## config.mk

```make
export PLATFORM = sky130hd
export DESIGN_NAME = log_muldiv
export DESIGN_NICKNAME = d
export VERILOG_FILES = /design/src/rtl/log_muldiv.sv
export SDC_FILE = /design/constraint.sdc
export NUM_CORES = 1
export LEC_CHECK = 0
export ABC_AREA = 1
export BUFFER_PORTS_ARGS = -buffer_cell sky130_fd_sc_hd__buf_2
export CAP_MARGIN = 0
export CORE_MARGIN = 3
export CORE_UTILIZATION = 50
export DETAILED_ROUTE_END_ITERATION = 8
export GPL_TIMING_DRIVEN = 0
export PLACE_DENSITY = 0.67
export SYNTH_ARGS = -nofsm -noshare
export SYNTH_HDL_FRONTEND = slang
export SYNTH_SLANG_ARGS = --single-unit
```

## constraint.sdc

```tcl
create_clock -name clk -period 5.6 [get_ports clk]
set_input_delay 1.12 -clock clk [delete_from_list [all_inputs] [get_ports clk]]
set_output_delay 1.12 -clock clk [all_outputs]
set_load 0.05 [all_outputs]
```

## src/rtl/log_muldiv.sv

```systemverilog
module log_muldiv #(
  parameter int W = 8
) (
  input  logic         clk,
  input  logic         rst_n,
  input  logic         in_valid,
  input  logic         in_div,
  input  logic [W-1:0] in_a,
  input  logic [W-1:0] in_b,
  output logic         out_valid,
  output logic [W-1:0] out_mant,
  output logic         out_exp_adj
);
  localparam int N  = 1 << W;
  localparam int LW = W + 1;
  localparam int FB = 30;

  function automatic logic [63:0] isqrt(input logic [63:0] v);
    logic [63:0] rem, root, bv;
    rem = v; root = 64'd0; bv = 64'd1 << 62;
    for (int k = 0; k < 32; k++) begin
      if (rem >= root + bv) begin
        rem  = rem - (root + bv);
        root = (root >> 1) + bv;
      end else begin
        root = root >> 1;
      end
      bv = bv >> 2;
    end
    return root;
  endfunction

  function automatic logic [63:0] log_entry(input int idx);
    logic [63:0] x, r;
    x = (64'd1 << FB) + (64'(idx) << (FB - W));
    r = 64'd0;
    for (int k = 0; k < W + 4; k++) begin
      x = (x * x) >> FB;
      r = r << 1;
      if (x >= (64'd2 << FB)) begin
        x = x >> 1;
        r = r | 64'd1;
      end
    end
    return (r + 64'd8) >> 4;
  endfunction

  function automatic logic [63:0] alog_entry(input int idx);
    logic [63:0] y, m;
    y = 64'd1 << FB;
    for (int j = 0; j < W; j++) begin
      if (((idx >> j) & 1) == 1) y = y << 1;
      y = isqrt(y << FB);
    end
    m = (y - (64'd1 << FB) + (64'd1 << (FB - W - 1))) >> (FB - W);
    if (m > 64'(N - 1)) m = 64'(N - 1);
    return m;
  endfunction

  logic [LW-1:0] log_tab  [N];
  logic [W-1:0]  alog_tab [N];

  for (genvar gi = 0; gi < N; gi++) begin : g_tab
    localparam logic [63:0] LV = log_entry(gi);
    localparam logic [63:0] AV = alog_entry(gi);
    assign log_tab[gi]  = LV[LW-1:0];
    assign alog_tab[gi] = AV[W-1:0];
  end

  logic [2:0]    vpipe;
  logic          s1_div;
  logic [LW-1:0] s1_la, s1_lb, s2_sum;
  logic [LW-1:0] comb;

  assign comb = s1_div ? s1_la - s1_lb : s1_la + s1_lb;

  always_ff @(posedge clk or negedge rst_n)
    if (!rst_n) vpipe <= '0;
    else        vpipe <= {vpipe[1:0], in_valid};

  always_ff @(posedge clk) begin
    s1_la       <= log_tab[in_a];
    s1_lb       <= log_tab[in_b];
    s1_div      <= in_div;
    s2_sum      <= comb;
    out_mant    <= alog_tab[s2_sum[W-1:0]];
    out_exp_adj <= s2_sum[W];
  end

  assign out_valid = vpipe[2];
endmodule


```

==> metrics <==
status finished, final reports clean; syn_nets 1199; Required @ worst endpoint between 5 and 6 ns; Top Ports 30; critical path startpoint in_b[1]; first-pass GRT wire length 36230 um; Place WS 2.513 ns; CTS root buf clkbuf_16; Pre-antenna DRT Iters 7; Worst Setup Path Type in -> reg; max_cap viols 0; top_reg_cell synth dfxtp_1; 1st-iter DRT viols 1259; Final GP Congestion just over 1; Seq. cell area 775.7 um^2; synthesized area per cell roughly 5.5 um^2; Inserted Diodes 0; most used cell, CP nand2_1; worst slew pin tran 0.6664 ns; VDD IR max 0.2352 mV; Total Wirelength 22620 um; CP startpoint kind input port; die height 117.7 um; synthesized cell area 6240 um^2; Layout area overhead 7.941%; Reg clk slew, reported paths 0.06 ns; Final ANT Viol Nets 0; Core ar. 12110 um^2; total power around 2.8 mW; PwrDens 415.7 nW/um^2; Final Hold Fails 0; cells after synthesis 1133; R2R setup slack 3.14 ns; number of synthesized flops with an enable pin 0; CP Cell Sequence buf_2 > inv_1 > ha_1 > inv_1 > nand2_1 > nand2_1 > nand2_1 > nand3_1 > nand2_1 > nor2_1 > nand3_1 > nand3_1 > nand2_1; register bit total from synthesis 38; CP endpoint kind register; largest net degree at the start of global routing 14; Die W roughly 120 um; worst hold path cell count 0; Resize count post-CTS 0; worst setup margin roughly 2.8 ns; hold-fix buffers at CTS 0; share of flip-flops with an asynchronous set or reset 7.895%; register area share after synthesis between 10% and 20%; YS warnings 0; Fin Setup TNS 0 ns; CP max stage delay 0.36 ns; HPWL after detailed placement between 15000 and 20000 um; CTS Buffer Depth 2; clock skew approximately 0.0047 ns; hold_sp s2_sum[8]; fin crit share 50.60%; Slowest-stage cell, CP ha_1; GR Overflow Total 0; H-tree level count 2; vias in the first global route approximately 7100; cell leakage power 3.504 nW; multi-input combinational cell area 4693 um^2; initial antenna violation count 0; total number of vias 8131; minimum clock period around 2.8 ns; TritonCTS Sinks 38; GRT Util Overall 31.13%; Reg-to-Reg End s2_sum[5]; Reg2Reg Depth 11; die area 13860 um^2; Vias/cell 6.104; fill cell count around 1300; Slew HR between 50% and 60%; post-detailed-route wirelength per cell 16.98 um; Worst EP arrival 3.00 ns; RSZ-0062 raised after global routing no; # nets final roughly 1200; Hold EP out_exp_adj; final slew viol count 0; # rows 40; Final setup viols 0; synth unique cells between 40 and 50; # port buffers 23; reg2reg start s1_lb[0]; TritonCTS clock tree built; TritonCTS buffer count 5; Post-CTS Setup Inserts 0; Max FO, Critical Path 10; Skew-Pair Late Insertion Delay 0.28 ns; Hold Path Class reg -> reg; f_max 352.9 MHz; final design utilization between 50% and 60%; DR DRC count 0; Min Hold Slack 0.3297 ns; Initial Util 51.52%; layout cells sized above 1 a little under a tenth
## per-layer routing
| metal | vias to the layer above | global-route usage (%) | share of wire, % |
|---|---|---|---|
| li1 | 3807 | - | - |
| met1 | 3581 | 43.74 | 41 |
| met2 | 637 | 47.32 | 43 |
| met3 | 106 | 4.853 | 12 |
| met4 | 0 | 12.97 | 4.4 |
| met5 | - | 0 | 0 |
## area by class of cell
class | instances | area share, %
multi-input combinational | 932 | 69.68
sequential | 38 | 11.52
inverter | 103 | 5.889
buffer | 60 | 5.555
tap | 168 | 3.121
clock buffer | 5 | 1.858
timing repair buffer | 23 | 1.709
clock inverter | 3 | 0.6688
## Yosys cell counts (6+ instances only)
cell type | number | area (um^2)
a21oi_1 | 75 | 375.4
inv_1 | 88 | 330.3
xor2_1 | 9 | 78.83
inv_2 | 7 | 26.28
nor2_1 | 72 | 270.3
o211ai_1 | 28 | 210.2
nand4_1 | 15 | 93.84
nor2_2 | 7 | 43.79
nor3_1 | 9 | 45.04
buf_4 | 6 | 45.04
clkbuf_1 | 11 | 41.29
o22ai_1 | 6 | 37.54
buf_2 | 29 | 145.1
a31oi_1 | 8 | 50.05
o31ai_1 | 6 | 45.04
o21ai_1 | 15 | 75.07
dfxtp_1 | 35 | 700.7
o21ai_0 | 78 | 390.4
nand2_1 | 398 | 1494
nand3_1 | 130 | 650.6
ha_1 | 45 | 563.0
buf_6 | 12 | 135.1
## power by group
part / internal [mW] / switching, mW
registers: 0.356 / 0.0721
logic: 0.636 / 1.41
clock network: 0.210 / 0.114
## placed cells by master, fill, tap and decap left out, types with 3 or more instances in the layout
master,synthesis,layout
clkinv_1,4,4
buf_2,29,52
nor2_2,7,7
inv_2,7,7
nand2_1,398,398
a21oi_2,4,4
o21ai_1,15,15
xnor2_1,4,4
o21ai_0,78,78
dfxtp_1,35,35
clkbuf_16,0,5
xor2_1,9,9
buf_6,12,12
inv_4,4,4
clkbuf_1,11,11
o211ai_1,28,28
nand3_1,130,130
inv_1,88,88
nand4_1,15,15
nor2_4,3,3
nor3_1,9,9
o31ai_1,6,6
a21oi_1,75,75
ha_1,45,45
o22ai_1,6,6
nor2_1,72,72
nand2_2,4,4
dfrtp_1,3,3
buf_4,6,6
a31oi_1,8,8
## worst max-delay path: cells and delay by family
family	cells	cell delay, ns
adder cells (fa/ha/maj)	1	0.36
AND/OR/NAND/NOR	9	0.91
buffers and inverters	3	0.61
## kinds of logic (layout without fill, tap and decap cells)
kind of cell / Yosys count / after routing / synth area share [%]
AND/OR/NAND/NOR: 641 / 641 / 42.95
AO/OA/AOI/OAI: 232 / 232 / 21.09
XOR/XNOR: 13 / 13 / 1.825
buffers and inverters: 163 / 194 / 12.35
flip-flops: 38 / 38 / 12.43
adder cells (fa/ha/maj): 46 / 46 / 9.344
## worst max-delay path by stage
| stage | slack, ns | to |
|---|---|---|
| floorplan | 3.13 | s1_lb[0] |
| global placement | 2.50 | s1_la[0] |
| detailed placement | 2.51 | s1_la[0] |
| CTS | 2.79 | s1_la[0] |
| global route | 2.56 | s1_lb[0] |
| finish | 2.77 | s1_lb[0] |
## sequential cells by signal, summed over array words and instances (netlist names)
signal and count:
s1_lb 8, s1_la 8, s2_sum 9, vpipe 3, s1_div 1, out_exp_adj 1, out_mant 8
## stage by stage
stage          std cells  cell area, um^2
2_1_floorplan       1133             6240
3_3_place_gp        1324             6565
3_5_place_dp        1324             6565
4_1_cts             1332             6735
5_1_grt             1332             6735
6_report            1332             6735
No activity file was read; power rests on OpenSTA's default activity.
